**src/rtl/ow_mon_pkg.sv**
```systemverilog
package ow_mon_pkg;
  localparam int BYTE_W = 8;
  localparam int ADDR_W = 2 * BYTE_W;

  localparam logic [BYTE_W-1:0] OP_RD_REGS  = 8'hF0;
  localparam logic [BYTE_W-1:0] OP_CH_READ  = 8'hF5;
  localparam logic [BYTE_W-1:0] OP_CH_WRITE = 8'h5A;
  localparam logic [BYTE_W-1:0] OP_WR_SRCH  = 8'hCC;
  localparam logic [BYTE_W-1:0] OP_CLR_ACT  = 8'hC3;
  localparam logic [BYTE_W-1:0] OP_TEST_OFF = 8'h3C;

  localparam logic [BYTE_W-1:0] ACK_GOOD = 8'hAA;
  localparam logic [BYTE_W-1:0] ACK_BAD  = 8'hFF;

  typedef enum logic [2:0] {
    CMD_NONE     = 3'd0,
    CMD_RD_REGS  = 3'd1,
    CMD_CH_READ  = 3'd2,
    CMD_CH_WRITE = 3'd3,
    CMD_WR_SRCH  = 3'd4,
    CMD_CLR_ACT  = 3'd5,
    CMD_TEST_OFF = 3'd6,
    CMD_UNKNOWN  = 3'd7
  } cmd_e;

  typedef struct packed {
    logic cmd;
    logic unk;
    logic addr;
    logic data;
    logic samp;
    logic inv_ok;
    logic inv_err;
    logic ok;
    logic failnew;
    logic invalid;
  } res_t;
endpackage

```
**src/rtl/ow_mon_cmd_decode.sv**
```systemverilog
module ow_mon_cmd_decode
  import ow_mon_pkg::*;
(
  input  logic [BYTE_W-1:0] code_i,
  output cmd_e              kind_o
);
  always_comb begin
    unique case (code_i)
      OP_RD_REGS:  kind_o = CMD_RD_REGS;
      OP_CH_READ:  kind_o = CMD_CH_READ;
      OP_CH_WRITE: kind_o = CMD_CH_WRITE;
      OP_WR_SRCH:  kind_o = CMD_WR_SRCH;
      OP_CLR_ACT:  kind_o = CMD_CLR_ACT;
      OP_TEST_OFF: kind_o = CMD_TEST_OFF;
      default:     kind_o = CMD_UNKNOWN;
    endcase
  end
endmodule

```
**src/rtl/ow_mon_seq.sv**
```systemverilog
module ow_mon_seq
  import ow_mon_pkg::*;
#(
  parameter int CNT_MAX = 4,
  localparam int CNT_W = $clog2(CNT_MAX + 1)
) (
  input  logic              clk,
  input  logic              rst_n,
  input  logic              sync_i,
  input  logic              take_i,
  input  logic [BYTE_W-1:0] byte_i,
  input  cmd_e              kind_i,
  output logic [CNT_W-1:0]  cnt_o,
  output cmd_e              cmd_o,
  output logic [BYTE_W-1:0] stash_o
);
  logic [CNT_W-1:0]  cnt_q, cnt_d;
  cmd_e              cmd_q, cmd_d;
  logic [BYTE_W-1:0] stash_q;
  logic              cnt_en, cmd_en, stash_en;

  always_comb begin
    cnt_d    = cnt_q;
    cmd_d    = cmd_q;
    cnt_en   = 1'b0;
    cmd_en   = 1'b0;
    stash_en = 1'b0;
    if (sync_i) begin
      cnt_d  = '0;
      cmd_d  = CMD_NONE;
      cnt_en = 1'b1;
      cmd_en = 1'b1;
    end else if (take_i) begin
      if (cnt_q != CNT_W'(CNT_MAX)) begin
        cnt_d  = cnt_q + CNT_W'(1);
        cnt_en = 1'b1;
      end
      if (cnt_q == '0) begin
        cmd_d  = kind_i;
        cmd_en = 1'b1;
      end
      if (cnt_q == CNT_W'(1)) begin
        stash_en = 1'b1;
      end
    end
  end

  always_ff @(posedge clk or negedge rst_n) begin
    if (!rst_n) begin
      cnt_q   <= '0;
      cmd_q   <= CMD_NONE;
      stash_q <= '0;
    end else begin
      if (cnt_en)   cnt_q   <= cnt_d;
      if (cmd_en)   cmd_q   <= cmd_d;
      if (stash_en) stash_q <= byte_i;
    end
  end

  assign cnt_o   = cnt_q;
  assign cmd_o   = cmd_q;
  assign stash_o = stash_q;
endmodule

```
**src/rtl/ow_mon_report.sv**
```systemverilog
module ow_mon_report
  import ow_mon_pkg::*;
#(
  parameter int FAM_W = 8,
  parameter int CNT_W = 3
) (
  input  logic              clk,
  input  logic              rst_n,
  input  logic              evt_reset_i,
  input  logic              presence_i,
  input  logic              evt_rom_i,
  input  logic [FAM_W-1:0]  family_i,
  input  logic              take_i,
  input  logic [BYTE_W-1:0] byte_i,
  input  logic [CNT_W-1:0]  cnt_i,
  input  cmd_e              cmd_i,
  input  logic [BYTE_W-1:0] stash_i,
  input  cmd_e              kind_i,
  output res_t              res_o,
  output logic              rst_seen_o,
  output logic              presence_o,
  output logic              rom_seen_o,
  output logic [FAM_W-1:0]  family_o,
  output cmd_e              kind_o,
  output logic [ADDR_W-1:0] addr_o,
  output logic [BYTE_W-1:0] data_o
);
  res_t res_d, res_q;
  logic kind_en, addr_en, data_en;
  logic pos_cmd, pos_third, pos_later;
  logic rst_seen_q, presence_q, rom_seen_q;
  logic [FAM_W-1:0]  family_q;
  cmd_e              kind_q;
  logic [ADDR_W-1:0] addr_q;
  logic [BYTE_W-1:0] data_q;

  assign pos_cmd   = (cnt_i == '0);
  assign pos_third = (cnt_i == CNT_W'(2));
  assign pos_later = (cnt_i >= CNT_W'(3));

  always_comb begin
    res_d   = '0;
    kind_en = 1'b0;
    addr_en = 1'b0;
    data_en = 1'b0;
    if (take_i) begin
      if (pos_cmd) begin
        kind_en = 1'b1;
        if (kind_i == CMD_UNKNOWN) res_d.unk = 1'b1;
        else                       res_d.cmd = 1'b1;
      end else begin
        unique case (cmd_i)
          CMD_RD_REGS, CMD_WR_SRCH: begin
            if (pos_third) begin
              res_d.addr = 1'b1;
              addr_en    = 1'b1;
            end else if (pos_later) begin
              res_d.data = 1'b1;
              data_en    = 1'b1;
            end
          end
          CMD_CH_READ: begin
            res_d.samp = 1'b1;
            data_en    = 1'b1;
          end
          CMD_CH_WRITE: begin
            if (pos_third) begin
              if (byte_i == ~stash_i) res_d.inv_ok  = 1'b1;
              else                    res_d.inv_err = 1'b1;
            end else if (pos_later) begin
              if (byte_i == ACK_GOOD)     res_d.ok      = 1'b1;
              else if (byte_i == ACK_BAD) res_d.failnew = 1'b1;
            end
          end
          CMD_CLR_ACT: begin
            if (byte_i == ACK_GOOD) res_d.ok      = 1'b1;
            else                    res_d.invalid = 1'b1;
          end
          default: ;
        endcase
      end
    end
  end

  always_ff @(posedge clk or negedge rst_n) begin
    if (!rst_n) begin
      res_q      <= '0;
      rst_seen_q <= 1'b0;
      rom_seen_q <= 1'b0;
      presence_q <= 1'b0;
      family_q   <= '0;
      kind_q     <= CMD_NONE;
      addr_q     <= '0;
      data_q     <= '0;
    end else begin
      res_q      <= res_d;
      rst_seen_q <= evt_reset_i;
      rom_seen_q <= evt_rom_i;
      if (evt_reset_i) presence_q <= presence_i;
      if (evt_rom_i)   family_q   <= family_i;
      if (kind_en)     kind_q     <= kind_i;
      if (addr_en)     addr_q     <= {byte_i, stash_i};
      if (data_en)     data_q     <= byte_i;
    end
  end

  assign res_o      = res_q;
  assign rst_seen_o = rst_seen_q;
  assign presence_o = presence_q;
  assign rom_seen_o = rom_seen_q;
  assign family_o   = family_q;
  assign kind_o     = kind_q;
  assign addr_o     = addr_q;
  assign data_o     = data_q;
endmodule

```
**src/rtl/ow_switch_mon.sv**
```systemverilog
module ow_switch_mon
  import ow_mon_pkg::*;
#(
  parameter int ROM_W   = 64,
  parameter int FAM_W   = 8,
  parameter int CNT_MAX = 4,
  localparam int CNT_W  = $clog2(CNT_MAX + 1)
) (
  input  logic              clk,
  input  logic              rst_n,
  input  logic              evt_reset,
  input  logic              presence_in,
  input  logic              evt_rom,
  input  logic [ROM_W-1:0]  rom_in,
  input  logic              evt_byte,
  input  logic [7:0]        byte_in,
  output logic              rst_seen,
  output logic              presence_out,
  output logic              rom_seen,
  output logic [FAM_W-1:0]  family_out,
  output logic              cmd_seen,
  output logic              cmd_unknown,
  output logic [2:0]        cmd_kind,
  output logic              addr_valid,
  output logic [15:0]       addr_out,
  output logic              data_valid,
  output logic              sample_valid,
  output logic [7:0]        data_out,
  output logic              inv_ok,
  output logic              inv_err,
  output logic              stat_success,
  output logic              stat_failnew,
  output logic              stat_invalid
);
  logic              sync_ev, take_ev;
  cmd_e              dec_kind, cur_cmd, rep_kind;
  logic [CNT_W-1:0]  cnt;
  logic [BYTE_W-1:0] stash;
  res_t              res;
  logic              unused_rom_hi;

  assign sync_ev       = evt_reset | evt_rom;
  assign take_ev       = evt_byte & ~sync_ev;
  assign unused_rom_hi = ^rom_in[ROM_W-1:FAM_W];

  ow_mon_cmd_decode u_dec (
    .code_i (byte_in),
    .kind_o (dec_kind)
  );

  ow_mon_seq #(.CNT_MAX(CNT_MAX)) u_seq (
    .clk     (clk),
    .rst_n   (rst_n),
    .sync_i  (sync_ev),
    .take_i  (take_ev),
    .byte_i  (byte_in),
    .kind_i  (dec_kind),
    .cnt_o   (cnt),
    .cmd_o   (cur_cmd),
    .stash_o (stash)
  );

  ow_mon_report #(.FAM_W(FAM_W), .CNT_W(CNT_W)) u_rep (
    .clk         (clk),
    .rst_n       (rst_n),
    .evt_reset_i (evt_reset),
    .presence_i  (presence_in),
    .evt_rom_i   (evt_rom),
    .family_i    (rom_in[FAM_W-1:0]),
    .take_i      (take_ev),
    .byte_i      (byte_in),
    .cnt_i       (cnt),
    .cmd_i       (cur_cmd),
    .stash_i     (stash),
    .kind_i      (dec_kind),
    .res_o       (res),
    .rst_seen_o  (rst_seen),
    .presence_o  (presence_out),
    .rom_seen_o  (rom_seen),
    .family_o    (family_out),
    .kind_o      (rep_kind),
    .addr_o      (addr_out),
    .data_o      (data_out)
  );

  assign cmd_kind     = rep_kind;
  assign cmd_seen     = res.cmd;
  assign cmd_unknown  = res.unk;
  assign addr_valid   = res.addr;
  assign data_valid   = res.data;
  assign sample_valid = res.samp;
  assign inv_ok       = res.inv_ok;
  assign inv_err      = res.inv_err;
  assign stat_success = res.ok;
  assign stat_failnew = res.failnew;
  assign stat_invalid = res.invalid;
endmodule

```
**config.mk**
```make
export PLATFORM = sky130hd
export DESIGN_NAME = ow_switch_mon
export DESIGN_NICKNAME = d
export VERILOG_FILES = /design/src/rtl/ow_mon_pkg.sv /design/src/rtl/ow_mon_cmd_decode.sv /design/src/rtl/ow_mon_seq.sv /design/src/rtl/ow_mon_report.sv /design/src/rtl/ow_switch_mon.sv
export SDC_FILE = /design/constraint.sdc
export NUM_CORES = 1
export LEC_CHECK = 0
export ABC_AREA = 1
export CORE_UTILIZATION = 57
export CTS_CLUSTER_SIZE = 8
export DETAILED_ROUTE_END_ITERATION = 7
export DONT_BUFFER_PORTS = 1
export GPL_TIMING_DRIVEN = 0
export PLACE_DENSITY = 0.76
export SYNTH_ARGS = -nofsm -noshare
export SYNTH_HDL_FRONTEND = slang
export SYNTH_HIERARCHICAL = 1
export SYNTH_SLANG_ARGS = --single-unit
```
**constraint.sdc**
```tcl
create_clock -name clk -period 1.15 [get_ports clk]
set_input_delay 0.23 -clock clk [delete_from_list [all_inputs] [get_ports clk]]
set_output_delay 0.23 -clock clk [all_outputs]
set_load 0.02 [all_outputs]
```
After elaboration in Yosys (flattened, before gate mapping)
Index checks and enable logic that the tools add are counted.
{ "totals": {"regBits": 62, "out_inout_bits": 48, "word_cells": 96} }
{ "op_classes": {"n_addsub": 1, "n_lt_le_gt_ge": 1, "n_eq_ne": 18, "mux": 45, "bitwise_logic": 4, "n_reduce_logical": 7} }
{ "op_table": {"columns": ["op", "n"], "rows": [
  ["$eq 8x8->1 const B", 6],
  ["$mux 1", 28],
  ["$mux 3", 6],
  ["$pmux 3 s6", 1],
  ["$mux 2", 6],
  ["$mux 10", 1],
  ["$eq 3x2->1 const B", 3],
  ["$eq 3x3->1 const B", 3],
  ["$eq 8x6->1 const B", 1],
  ["$eq 8x7->1 const B", 1],
  ["$eq 8x8->1", 1],
  ["$mux 8", 1],
  ["$not 8->8", 1],
  ["$eq 3x1->1 const B", 2],
  ["$reduce_and 3->1", 2],
  ["$reduce_bool 2->1", 3],
  ["$pmux 1 s2", 2],
  ["$add 3x1->3 const B", 1],
  ["$ge 3x2->1 const B", 1],
  ["$logic_not 3->1", 1],
  ["$ne 3x3->1 const B", 1],
  ["$reduce_or 2->1", 1],
  ["$and 1x1->1", 1],
  ["$not 1->1", 1],
  ["$or 1x1->1", 1]
]} }

Logic depth before layout (Yosys ltp)
Gate-level depths: netlist (run 1).
{ "logic_depth": {"word_depth": 8, "depth_mapped": 10, "ltp_nobuf": 10} }

Hierarchy
Netlist (run 1), hierarchy kept.
{ "modules_own_cells": {"columns": ["mod", "n_inst", "cells_per_inst", "area_each_um2", "seq_area_each_um2"], "rows": [
  ["ow_mon_report", 1, 221, 2072.0, 1201.2],
  ["ow_mon_seq", 1, 76, 664.4, 350.3],
  ["ow_mon_cmd_decode", 1, 49, 231.5, 0.0],
  ["ow_switch_mon", 1, 5, 23.8, 0.0]
]} }

Least setup slack after synthesis (run 1)
OpenSTA, ideal clock, no wires.
{ "synth_path": {"path_type": "in2reg", "from": "input evt_reset", "to": "register u_rep.addr_q[8], in the netlist u_rep/addr_o[8]", "setup_ns": 0.118, "arrival_time_ns": 1.345, "setup_slack_ns": -0.313, "path_stages": 10, "n_path_buf": 2, "cell_sequence": "inv_1 > nand2_2 > nor2_2 > buf_4 > nand2_1 > nor3_2 > nand2_2 > buf_6 > nand2_1 > o21ai_2"} }
{ "synth_via": {"elab_chain_cells": 4} }
{ "synth_lines": {"columns": ["element", "line_no", "source"], "rows": [
  ["start: declaration", "ow_switch_mon.sv:11", "input logic evt_reset,"],
  ["$or 1x1->1", "ow_switch_mon.sv:42", "assign sync_ev = evt_reset | evt_rom;"],
  ["named net sync_ev", "ow_switch_mon.sv:35", "logic sync_ev, take_ev;"],
  ["$not 1->1", "ow_switch_mon.sv:43", "assign take_ev = evt_byte & ~sync_ev;"],
  ["$and 1x1->1", "ow_switch_mon.sv:43", null],
  ["named net take_ev", "ow_switch_mon.sv:35", null],
  ["$mux 1", "ow_mon_report.sv:46", "if (take_i) begin"],
  ["end signal: assignment", "ow_mon_report.sv:102", "if (addr_en) addr_q <= {byte_i, stash_i};"],
  ["end: declaration", "ow_mon_report.sv:34", "logic [ADDR_W-1:0] addr_q;"]
]} }
The timed path passes the listed nets, and every way through them passes these cells.
A chain may end at the register's enable or synchronous reset.

Worst setup path in the final report (run 1)
{ "layout_path": {"from": "register u_seq.cmd_q[0], in the netlist u_seq/cmd_o[0]", "to": "register u_rep.addr_q[6], in the netlist u_rep/addr_o[6]"} }
{ "layout_via": {"elab_chain_cells": 5} }
{ "layout_lines": {"columns": ["element", "line_no", "source"], "rows": [
  ["start: declaration", "ow_mon_seq.sv:18", "cmd_e cmd_q, cmd_d;"],
  ["start signal: assignment", "ow_mon_seq.sv:55", "if (cmd_en) cmd_q <= cmd_d;"],
  ["$eq 3x1->1 / $eq 3x3->1 (equally long branches)", "ow_mon_report.sv:52", "unique case (cmd_i)"],
  ["$reduce_or 2->1 (*)", "ow_mon_report.sv:52", null],
  ["$mux 1 (*)", "ow_mon_report.sv:52", null],
  ["$mux 1 (*)", "ow_mon_report.sv:47", "if (pos_cmd) begin"],
  ["$mux 1 (*)", "ow_mon_report.sv:46", null]
]} }
Every way passes the cells marked *; elsewhere a longest branch is shown, timed or not.

==> results.toml, run 1 <==
[status]
status = "finished, violations left"
violations = "negative hold slack, negative setup slack"

[synth]
syn_avg_cell_area_um2 = 8.52
synth_seq_area_share_pct = 51.9
ys_ff_latch = 62
syn-num-nets = 432
synth_edf_count = 0
synthArstFlopShare_pct = 100
syn_inst = 351
syn-cell-area_mm2 = 0.00299
ys_warn_count = 6
synth_ff_type = "dfrtp_1"
synth_cell_type_count = 28

[worst_setup_path]
end_kind = "flop"
crit_fanout = 5
slowest_stage = "dfrtp_2"
crit_path_max_incr_delay_ns = 0.46
crit_top_cell = "nand2_4"
crit_required_ns = 1.39
cp_data_arrival_time_ns = 1.60
critPathLaunchType = "flop"
cp_top_family = "flip-flops"
path_buf_inv = 2
critPathKind = "reg2reg"
crit_chain = "nand2_4 -> nor3b_4 -> buf_6 -> nand2_4 -> buf_12 -> nand2_2 -> o21ai_2"

[grt]
grt-ovfl-total = 0
grt_use_total_pct = 25.4
first_global_vias = 2141
antenna_found_initial = 0
grt_max_degree = 63
grt_pass1_wl_um = 10400

[worst_hold_path]
hold_class = "in2async"

[sta]
worst_hold_slack_ns = -0.431
fin_setup_tns_ns = -6.18
hold_violations = 62
maxSlewHeadroom_pct = 70.3
worst_pin_slew_ns = 0.445
fin_crit_ns = 1.36
fmax_mhz = 736
setup_ws_ns = -0.209
finalSetupViolations = 41
rsz0062_at_grt = "true"
slew_violations = 0
skew_ns = 0.0132
finalCritPeriodShare_pct = 118

[clock_network]
insertion_delay_ns = 0.35
clkTransAtPathRegs_ns = 0.07
cts_root_buf = "clkbuf_8"
cts_buffers = 9
clockBufferDepth = 2
tritoncts = "built"
h-tree-depth = 3
clock-sinks = 62

[detailed_routing]
vias = 2517
ant_nets = 0
drt_wl_total_um = 7730
wl_per_cell_um = 16.3
drt_iter0_drc = 163
drtPass1Iterations = 7
drc = 0
via_per_inst = 5.31

[placement]
detailed_place_hpwl_um = 4230
place_congestion = 0.819
pre_cts_ws_ns = -0.424
portBuffers = 0

[final_layout]
final_core_util_pct = 79.4
n_antenna_cell = 0
final_cell_mix = "97 x nand2_1, 56 x dfrtp_1, 31 x inv_1"
fin_nets = 480
fillers = 306
drive_gt1_share_pct = 38.4
multi_input_area_mm2 = 0.00154
layout_commonest_cell = "nand2_1"
synthToLayoutAreaGrowth_pct = 34.6
regArea_mm2 = 0.00156

[die]
rows = 26
io_pins = 126
initial_core_util_pct = 58.9
die_y_um = 74.4
die_w_um = 74.4
core_area_mm2 = 0.00507
die_area_mm2 = 0.00554

[flow_run]
max-cap-violations = 0

[power_and_ir_drop]
finalPower_mw = 4.76
powerDensity_mw_per_mm2 = 1180
p_leak_nw = 2.03
irDropWorstVdd_mv = 1.18
## layout make-up
| type | count | area share, % |
|---|---|---|
| Inverter | 44 | 5.06 |
| Timing Repair inverter | 1 | 0.186 |
| Clock inverter | 4 | 1.34 |
| Tap cell | 70 | 2.17 |
| Timing Repair Buffer | 34 | 9.01 |
| Multi-Input combinational cell | 243 | 38.2 |
| Clock buffer | 12 | 4.10 |
| Buffer | 4 | 1.24 |
| Sequential cell | 62 | 38.7 |
## worst register-to-register path, stage by stage (launching register included)
cell and delay, ns:
dfrtp_2 0.46, nand2_4 0.11, nor3b_4 0.19, buf_6 0.16, nand2_4 0.09, buf_12 0.14
nand2_2 0.06, o21ai_2 0.05
## per-layer routing
layer,vias up,global-route usage (%),part of all wire [%]
met3,21,9.08,6.7
li1,1198,-,-
met2,97,41.1,51
met1,1201,31.3,39
met5,-,0,0
met4,0,9.22,2.7
## metrics by stage
step                cells  area, µm²
floorplan             351       3050
global placement      421       3140
finish                474       4030
detailed placement    421       3140
global route          474       4030
CTS                   455       3610
## cell families (layout without fill, tap and decap cells)
logic type               Yosys count  in the layout  synth area share, %
AO/OA/AOI/OAI                     17             17                 4.27
XOR/XNOR                           1              1                0.293
flip-flops                        62             62                 51.9
AND/OR/NAND/NOR                  211            213                 32.3
adder cells (fa/ha/maj)            3              3                 1.25
buffers and inverters             48             99                 6.65
multiplexers                       9              9                 3.39
## final timing paths
| kind | endpoint | slack, ns | from | cells after the start |
|---|---|---|---|---|
| max | u_rep/addr_o[6] | -0.21 | u_seq/cmd_o[0] | 7 |
| max reg2reg | u_rep/addr_o[6] | -0.21 | u_seq/cmd_o[0] | 7 |
| min in group clk | u_rep/addr_o[10] | 0.01 | byte_in[2] | 2 |
| max in group asynchronous | u_seq/cnt_o[1] | 1.46 | rst_n | 0 |
| min reg2reg | u_seq/stash_o[0] | 0.51 | u_seq/stash_o[0] | 2 |
| min | u_rep/addr_o[4] | -0.43 | rst_n | 0 |
## registers in the layout, indices dropped and copies added, names as in the netlist
signal,flops
u_rep/presence_o,1
u_rep/rom_seen_o,1
u_rep/rst_seen_o,1
u_rep/kind_o,3
u_rep/res_o,10
u_seq/stash_o,8
u_rep/data_o,8
u_seq/cmd_o,3
u_rep/family_o,8
u_rep/addr_o,16
u_seq/cnt_o,3
## repair_timing
| action | in CTS | in global routing |
|---|---|---|
| resized for setup | 27 | 60 |
| pin swaps | 4 | 11 |
| gates cloned | 2 | 3 |
| hold endpoints to repair | 69 | 65 |
| endpoints found under the setup margin | 46 | 48 |
| hold buffers | 6 | 3 |
| setup buffers | 10 | 13 |
## cell usage after synthesis, types with 2 or more instances
library cell  number  area (µm²)
a21oi_1            2        10.0
nand2_2            9        56.3
nor2_4             4        45.0
nand2_4            2        22.5
nor3_1             5        25.0
nor2_2             4        25.0
inv_1             39         146
nand3_1           30         150
buf_6              2        22.5
nand2_1          123         462
nor2_1            25        93.8
dfrtp_1           62        1550
o21ai_0            3        15.0
ha_1               3        37.5
o21ai_2           11        96.3
nand3_2            3        30.0
inv_2              5        18.8
mux2_2             9         101
## report_power, final
| group | internal, mW | switching [mW] | leakage (nW) |
|---|---|---|---|
| registers | 2.25 | 0.127 | 0.822 |
| clock network | 1.18 | 0.879 | 0.105 |
| logic | 0.147 | 0.177 | 1.10 |
No activity file was read; power rests on OpenSTA's default activity.
==> run 2, diff against run 1 <==
- CORE_UTILIZATION: 57 -> 40
- PLACE_DENSITY: 0.76 -> 0.57
==> run 2 against run 1 <==
Compared with the run above: wire length is 3.3% lower; via count is 1.9% lower; non-clock buffer count is 3 higher; sequential power hardly changed; sequential cell count stayed put; highest routed layer unchanged; maximum frequency is 1.5% higher; power is 2.0% lower; setup slack better by 0.020 ns; the run still ends with negative hold slack, negative setup slack left.
==> results.toml, run 2 (synthesis gave the netlist of run 1 again) <==
[status]
status = "finished, violations left"
violations = "negative hold slack, negative setup slack"

[final_layout]
synthToLayoutAreaGrowth_pct = 36.2
final_cell_mix = "91 x nand2_1, 56 x dfrtp_1, 33 x nand2_2"
layout_commonest_cell = "nand2_1"
fin_nets = 482
drive_gt1_share_pct = 40.6
instances_no_fill = 505
final_core_util_pct = 56.2
largest_reg_flops = 16
fillers = 644
n_antenna_cell = 0

[worst_setup_path]
reg2reg_from = "u_seq/cmd_o[2]"
worstRegToRegCells = 7
cp_top_family = "simple AND/OR/NAND/NOR gates"
reg2reg_to = "u_rep/data_o[1]"
critPathLaunchType = "flop"
crit_chain = "buf_6 -> nor3_4 -> nand3_2 -> buf_6 -> nand2_8 -> nand2_2 -> nand2_1"
endpoint = "u_rep/data_o[1]"
slowest_stage = "dfrtp_2"
crit_path_max_incr_delay_ns = 0.45
path_buf_inv = 2
crit_start = "u_seq/cmd_o[2]"
crit_required_ns = 1.44
cp.depth = 7
critPathKind = "reg2reg"
cp_data_arrival_time_ns = 1.62
crit_top_cell = "buf_6"
crit_fanout = 8
reg2reg_slack_ns = -0.19
end_kind = "flop"

[power_and_ir_drop]
p_comb_share_pct = 7.0
net-switching-power_mw = 1.24
p_leak_nw = 2.02
clkPwrFrac_pct = 42.1
finalPower_mw = 4.66
irDropWorstVdd_mv = 0.568
cellInternalPower_mw = 3.43
swShare_pct = 26.5
powerDensity_mw_per_mm2 = 1140
seqPwrFrac_pct = 50.9

[sta]
skew_ns = 0.0108
hold_violations = 63
rsz0062_at_grt = "true"
fmax_mhz = 747
setup_ws_ns = -0.189
slew_violations = 0
maxSlewHeadroom_pct = 71.4
finalSetupViolations = 43
fin_crit_ns = 1.34
finalCritPeriodShare_pct = 116
worst_hold_slack_ns = -0.433
worst_pin_slew_ns = 0.429

[grt]
grt_pass1_wl_um = 11600
first_global_vias = 2349
grt_max_degree = 63
antenna_found_initial = 0
grt-ovfl-total = 0
grt_use_total_pct = 20.2

[worst_hold_path]
hold_class = "in2async"

[clock_network]
insertion_delay_ns = 0.35
clockBufferDepth = 2
clkTransAtPathRegs_ns = 0.08
cts_root_buf = "clkbuf_8"
h-tree-depth = 3
tritoncts = "built"
cts_buffers = 9
clock-sinks = 62
hold_buffers = 9

[die]
core_area_mm2 = 0.00725
initial_core_util_pct = 41.2
die_w_um = 88.5
die_area_mm2 = 0.00783
rows = 31
die_y_um = 88.5
io_pins = 126

[detailed_routing]
vias = 2469
wl_per_cell_um = 14.8
drt_wl_total_um = 7480
drt_iter0_drc = 129
drtPass1Iterations = 4
via_per_inst = 4.89
drc = 0
ant_nets = 0

[placement]
portBuffers = 0
detailed_place_hpwl_um = 4490
dp_cells = 450
place_congestion = 0.850

[flow_run]
max-cap-violations = 0
==> run 2: power groups by stage <==
stage	sequential (mW)	clock (mW)	combinational, mW
after floorplan	2.40	0	0.189
after global placement	2.41	0	0.215
after detailed placement	2.42	0	0.221
after CTS	2.37	2.03	0.290
after global routing	2.38	2.12	0.357
final	2.37	1.97	0.325
==> run 2: metrics by stage <==
step                      worst slack [ns]  TNS, ns  instance area [µm²]
after floorplan                     -0.255    -4.00                 3050
after global placement              -0.456   -10.48                 3180
after detailed placement            -0.451   -11.02                 3180
after CTS                           -0.126    -3.27                 3850
after global routing                -0.229    -6.78                 4080
final                               -0.189    -4.45                 4080
==> run 2: how the worst min path moves through the flow <==
stage | end | from | slack, ns
4_1_cts | u_rep/data_o[3] | rst_n | -0.46
3_5_place_dp | u_rep/addr_o[2] | rst_n | -0.06
3_3_place_gp | u_rep/addr_o[10] | rst_n | -0.06
2_1_floorplan | u_rep/addr_o[0] | rst_n | -0.07
6_report | u_rep/data_o[3] | rst_n | -0.43
5_1_grt | u_rep/data_o[5] | rst_n | -0.46
==> run 2: area by class of cell <==
class / instances / area [µm²] / area share [%]
Tap cell: 99 / 124 / 3.04
Inverter: 44 / 208 / 5.10
Buffer: 4 / 45.0 / 1.11
Clock buffer: 9 / 124 / 3.04
Sequential cell: 62 / 1560 / 38.3
Timing Repair inverter: 1 / 5.00 / 0.123
Multi-Input combinational cell: 242 / 1560 / 38.3
Clock inverter: 7 / 81.3 / 2.00
Timing Repair Buffer: 37 / 367 / 9.00
==> run 2: layer usage <==
layer	GRT usage [%]	wire length, µm	share of wire (%)
met4	8.65	193	2.6
met5	0	0	0
met1	24.2	3120	42
met3	6.44	372	5.0
met2	33.4	3790	51
==> run 2: timing repair <==
item	4_1_cts	5_1_grt
gates resized for setup	57	47
pin swaps	15	21
gates cloned	1	1
hold endpoints to repair	74	63
setup buffers	21	7
setup endpoints to repair	48	48
==> run 2: worst reg2reg max path, cell delays in order (launching register included) <==
cell and delay (ns):
dfrtp_2 0.45, buf_6 0.14, nor3_4 0.20, nand3_2 0.10, buf_6 0.16, nand2_8 0.12, nand2_2 0.06, nand2_1 0.06
==> run 3, diff against run 2 <==
- ABC_AREA: 1 -> unset
- CORE_UTILIZATION: 40 -> 53
- PLACE_DENSITY: 0.57 -> 0.72
==> run 3 against run 2 <==
Compared with the run above: the run still ends with negative hold slack, negative setup slack left; global-route usage increased by 2.6 points; setup slack got worse by 0.34 ns; cell area decreased by 18%; power decreased by 6.3%; first-iteration DRC count decreased by 30%; critical path depth decreased by 2; clock skew decreased by 0.0014 ns; maximum frequency decreased by 20%; count of clock-buffer cells in the layout increased by 4; clock power decreased by 6%; via count decreased by 30%; combinational power decreased by 42%.
==> results.toml, run 3 <==
[status]
status = "finished, violations left"
violations = "negative hold slack, negative setup slack"

[sta]
worst_pin_slew_ns = 0.431
skew_ns = 0.00937
finalCritPeriodShare_pct = 146
setup_ws_ns = -0.525
worst_hold_slack_ns = -0.406
fin_crit_ns = 1.68
hold_violations = 62
slew_violations = 0
fmax_mhz = 597
rsz0062_at_grt = "true"
finalSetupViolations = 48
maxSlewHeadroom_pct = 71.2

[synth]
synth_ff_type = "dfrtp_1"
yosys.area.top_type = "dfrtp_1"
ys_ff_latch = 62
ys_warn_count = 6
synth_edf_count = 0
synthTopCellsByArea = "dfrtp_1 55%, mux2_2 11%, mux2_4 9.0%"
synth_common_cells = "62 x dfrtp_1, 28 x mux2_2, 17 x mux2_4"
syn-cell-area_mm2 = 0.00283
synth_cell_type_count = 42
synth_mux_area_share_pct = 21.6
synthXorXnorAreaFrac_pct = 3.05
syn-num-nets = 279
synthAdderAreaFrac_pct = 1.33
yosysTopAreaCellShare_pct = 54.9
synth_compound_area_share_pct = 3.89
syn_avg_cell_area_um2 = 14.3
syn_inst = 198
synth_seq_area_share_pct = 54.9
synthSimpleGateAreaFrac_pct = 13.7
synth_top_family_by_area = "multiplexers"
synthArstFlopShare_pct = 100
synth.most_common_cell = "dfrtp_1"

[worst_setup_path]
crit_chain = "buf_6 -> a21o_4 -> a32oi_4 -> buf_12 -> mux2_4"
critPathLaunchType = "flop"
slowest_stage = "dfrtp_2"
crit_fanout = 8
cp.depth = 5
crit_required_ns = 1.36
end_kind = "flop"
path_buf_inv = 2
critPathKind = "reg2reg"
crit_start = "u_seq/cnt_o[1]"
cp_data_arrival_time_ns = 1.88
cp_top_family = "compound AO/OA/AOI/OAI gates"
worstRegToRegCells = 5
crit_path_max_incr_delay_ns = 0.44
reg2reg_from = "u_seq/cnt_o[1]"

[power_and_ir_drop]
finalPower_mw = 4.37
powerDensity_mw_per_mm2 = 1300
irDropWorstVdd_mv = 0.734
p_leak_nw = 1.60

[clock_network]
h-tree-depth = 3
clock-sinks = 62
tritoncts = "built"
clockBufferDepth = 2
insertion_delay_ns = 0.33
hold_buffers = 2
cts_root_buf = "clkbuf_8"
clkTransAtPathRegs_ns = 0.07
cts_buffers = 9

[final_layout]
drive_gt1_share_pct = 42.9
stdcell_area_mm2 = 0.00335
n_antenna_cell = 0
layout_commonest_cell = "dfrtp_1"
multi_input_area_mm2 = 0.00132
final_cell_mix = "57 x dfrtp_1, 25 x mux2_4, 20 x mux2_2"
synthToLayoutAreaGrowth_pct = 18.6
largest_reg_flops = 16
fin_nets = 304
fillers = 370
regArea_mm2 = 0.00156

[die]
initial_core_util_pct = 55.4
die_w_um = 75.0
io_pins = 126
rows = 26
die_y_um = 75.0
die_area_mm2 = 0.00563
core_area_mm2 = 0.00511

[placement]
portBuffers = 0
pre_cts_ws_ns = -0.630
detailed_place_hpwl_um = 3810
dpl-instance-area_mm2 = 0.00294
place_congestion = 0.742

[worst_hold_path]
hold_class = "in2async"

[detailed_routing]
drt_wl_total_um = 5840
vias = 1720
drt_iter0_drc = 90
via_per_inst = 5.81
drc = 0
wl_per_cell_um = 19.7
ant_nets = 0
drtPass1Iterations = 4

[grt]
antenna_found_initial = 0
grt-ovfl-total = 0
grt_use_total_pct = 22.8
grt_max_degree = 63
grt_pass1_wl_um = 9230
first_global_vias = 1858

[flow_run]
max-cap-violations = 0
## run 3: changes by cell type in the layout (fill, tap and decap cells not counted), sizes merged, moves of 5 or more
cell         previous run  this run
buf                    31        15
clkbuf                 10        15
dlygate4sd3             9         2
inv                    45         3
mux2                    9        45
nand2                 135         5
nand2b                  0         8
nand3                  33         2
nor2                   33         6
o21ai                  14         1
xor2                    1         9
## run 3: worst paths after layout
check / endpoint / slack, ns
min in group clk: u_seq/stash_o[3] / 0.05
max: u_rep/data_o[0] / -0.53
min reg2reg: u_seq/stash_o[0] / 0.56
max reg2reg: u_rep/data_o[0] / -0.53
max in group asynchronous: u_seq/cmd_o[2] / 1.45
min: u_rep/res_o[0] / -0.41
## run 3: area by class of cell
class	instances	share of cell area (%)
well taps	70	2.61
multi-input cells	128	39.4
inverters	3	0.336
plain buffers	4	1.01
flip-flops and latches	62	46.5
clock buffers	13	4.74
clock inverters	1	0.896
repair buffers	15	4.55
## run 3: per-layer routing
| layer | routed length [µm] | part of all wire, % | global-route usage (%) | vias to the layer above |
|---|---|---|---|---|
| li1 | - | - | - | 759 |
| met1 | 2360 | 40 | 28.3 | 876 |
| met2 | 2980 | 51 | 37.2 | 73 |
| met3 | 399 | 6.8 | 6.56 | 12 |
| met4 | 95 | 1.6 | 10.1 | 0 |
| met5 | 0 | 0 | 0 | - |
## run 3: metrics by stage
step | instances | util (%) | TNS [ns] | hold slack (ns)
3_3_place_gp | 268 | 57.6 | -16.90 | -0.0644
4_1_cts | 294 | 64.9 | -15.61 | -0.420
3_5_place_dp | 268 | 57.6 | -19.48 | -0.0643
2_1_floorplan | 198 | - | -11.72 | -0.0656
6_report | 296 | 65.7 | -17.87 | -0.406
5_1_grt | 296 | 65.7 | -20.06 | -0.429
## run 3: cell families after synthesis
logic type	after synthesis
XOR/XNOR	9
buffers and inverters	8
multiplexers	49
adder cells (fa/ha/maj)	3
flip-flops	62
AO/OA/AOI/OAI	13
AND/OR/NAND/NOR	54
## run 3: power by group
part	total [mW]	switching, mW	leakage [nW]	internal (mW)
Clock	1.85	0.752	0.0956	1.10
Combinational	0.188	0.0741	0.689	0.114
Sequential	2.33	0.0950	0.816	2.24
## run 3: what timing repair did
item	CTS	global route
pin swaps	8	5
gates resized for setup	18	9
buffers inserted	11	3
gates cloned	0	0
endpoints found under the setup margin	47	50
endpoints found under the hold margin	64	62
## run 3: worst register-to-register path, stage by stage (launching register included)
cell     delay (ns)
dfrtp_2        0.44
buf_6          0.13
a21o_4         0.23
a32oi_4        0.27
buf_12         0.18
mux2_4         0.32
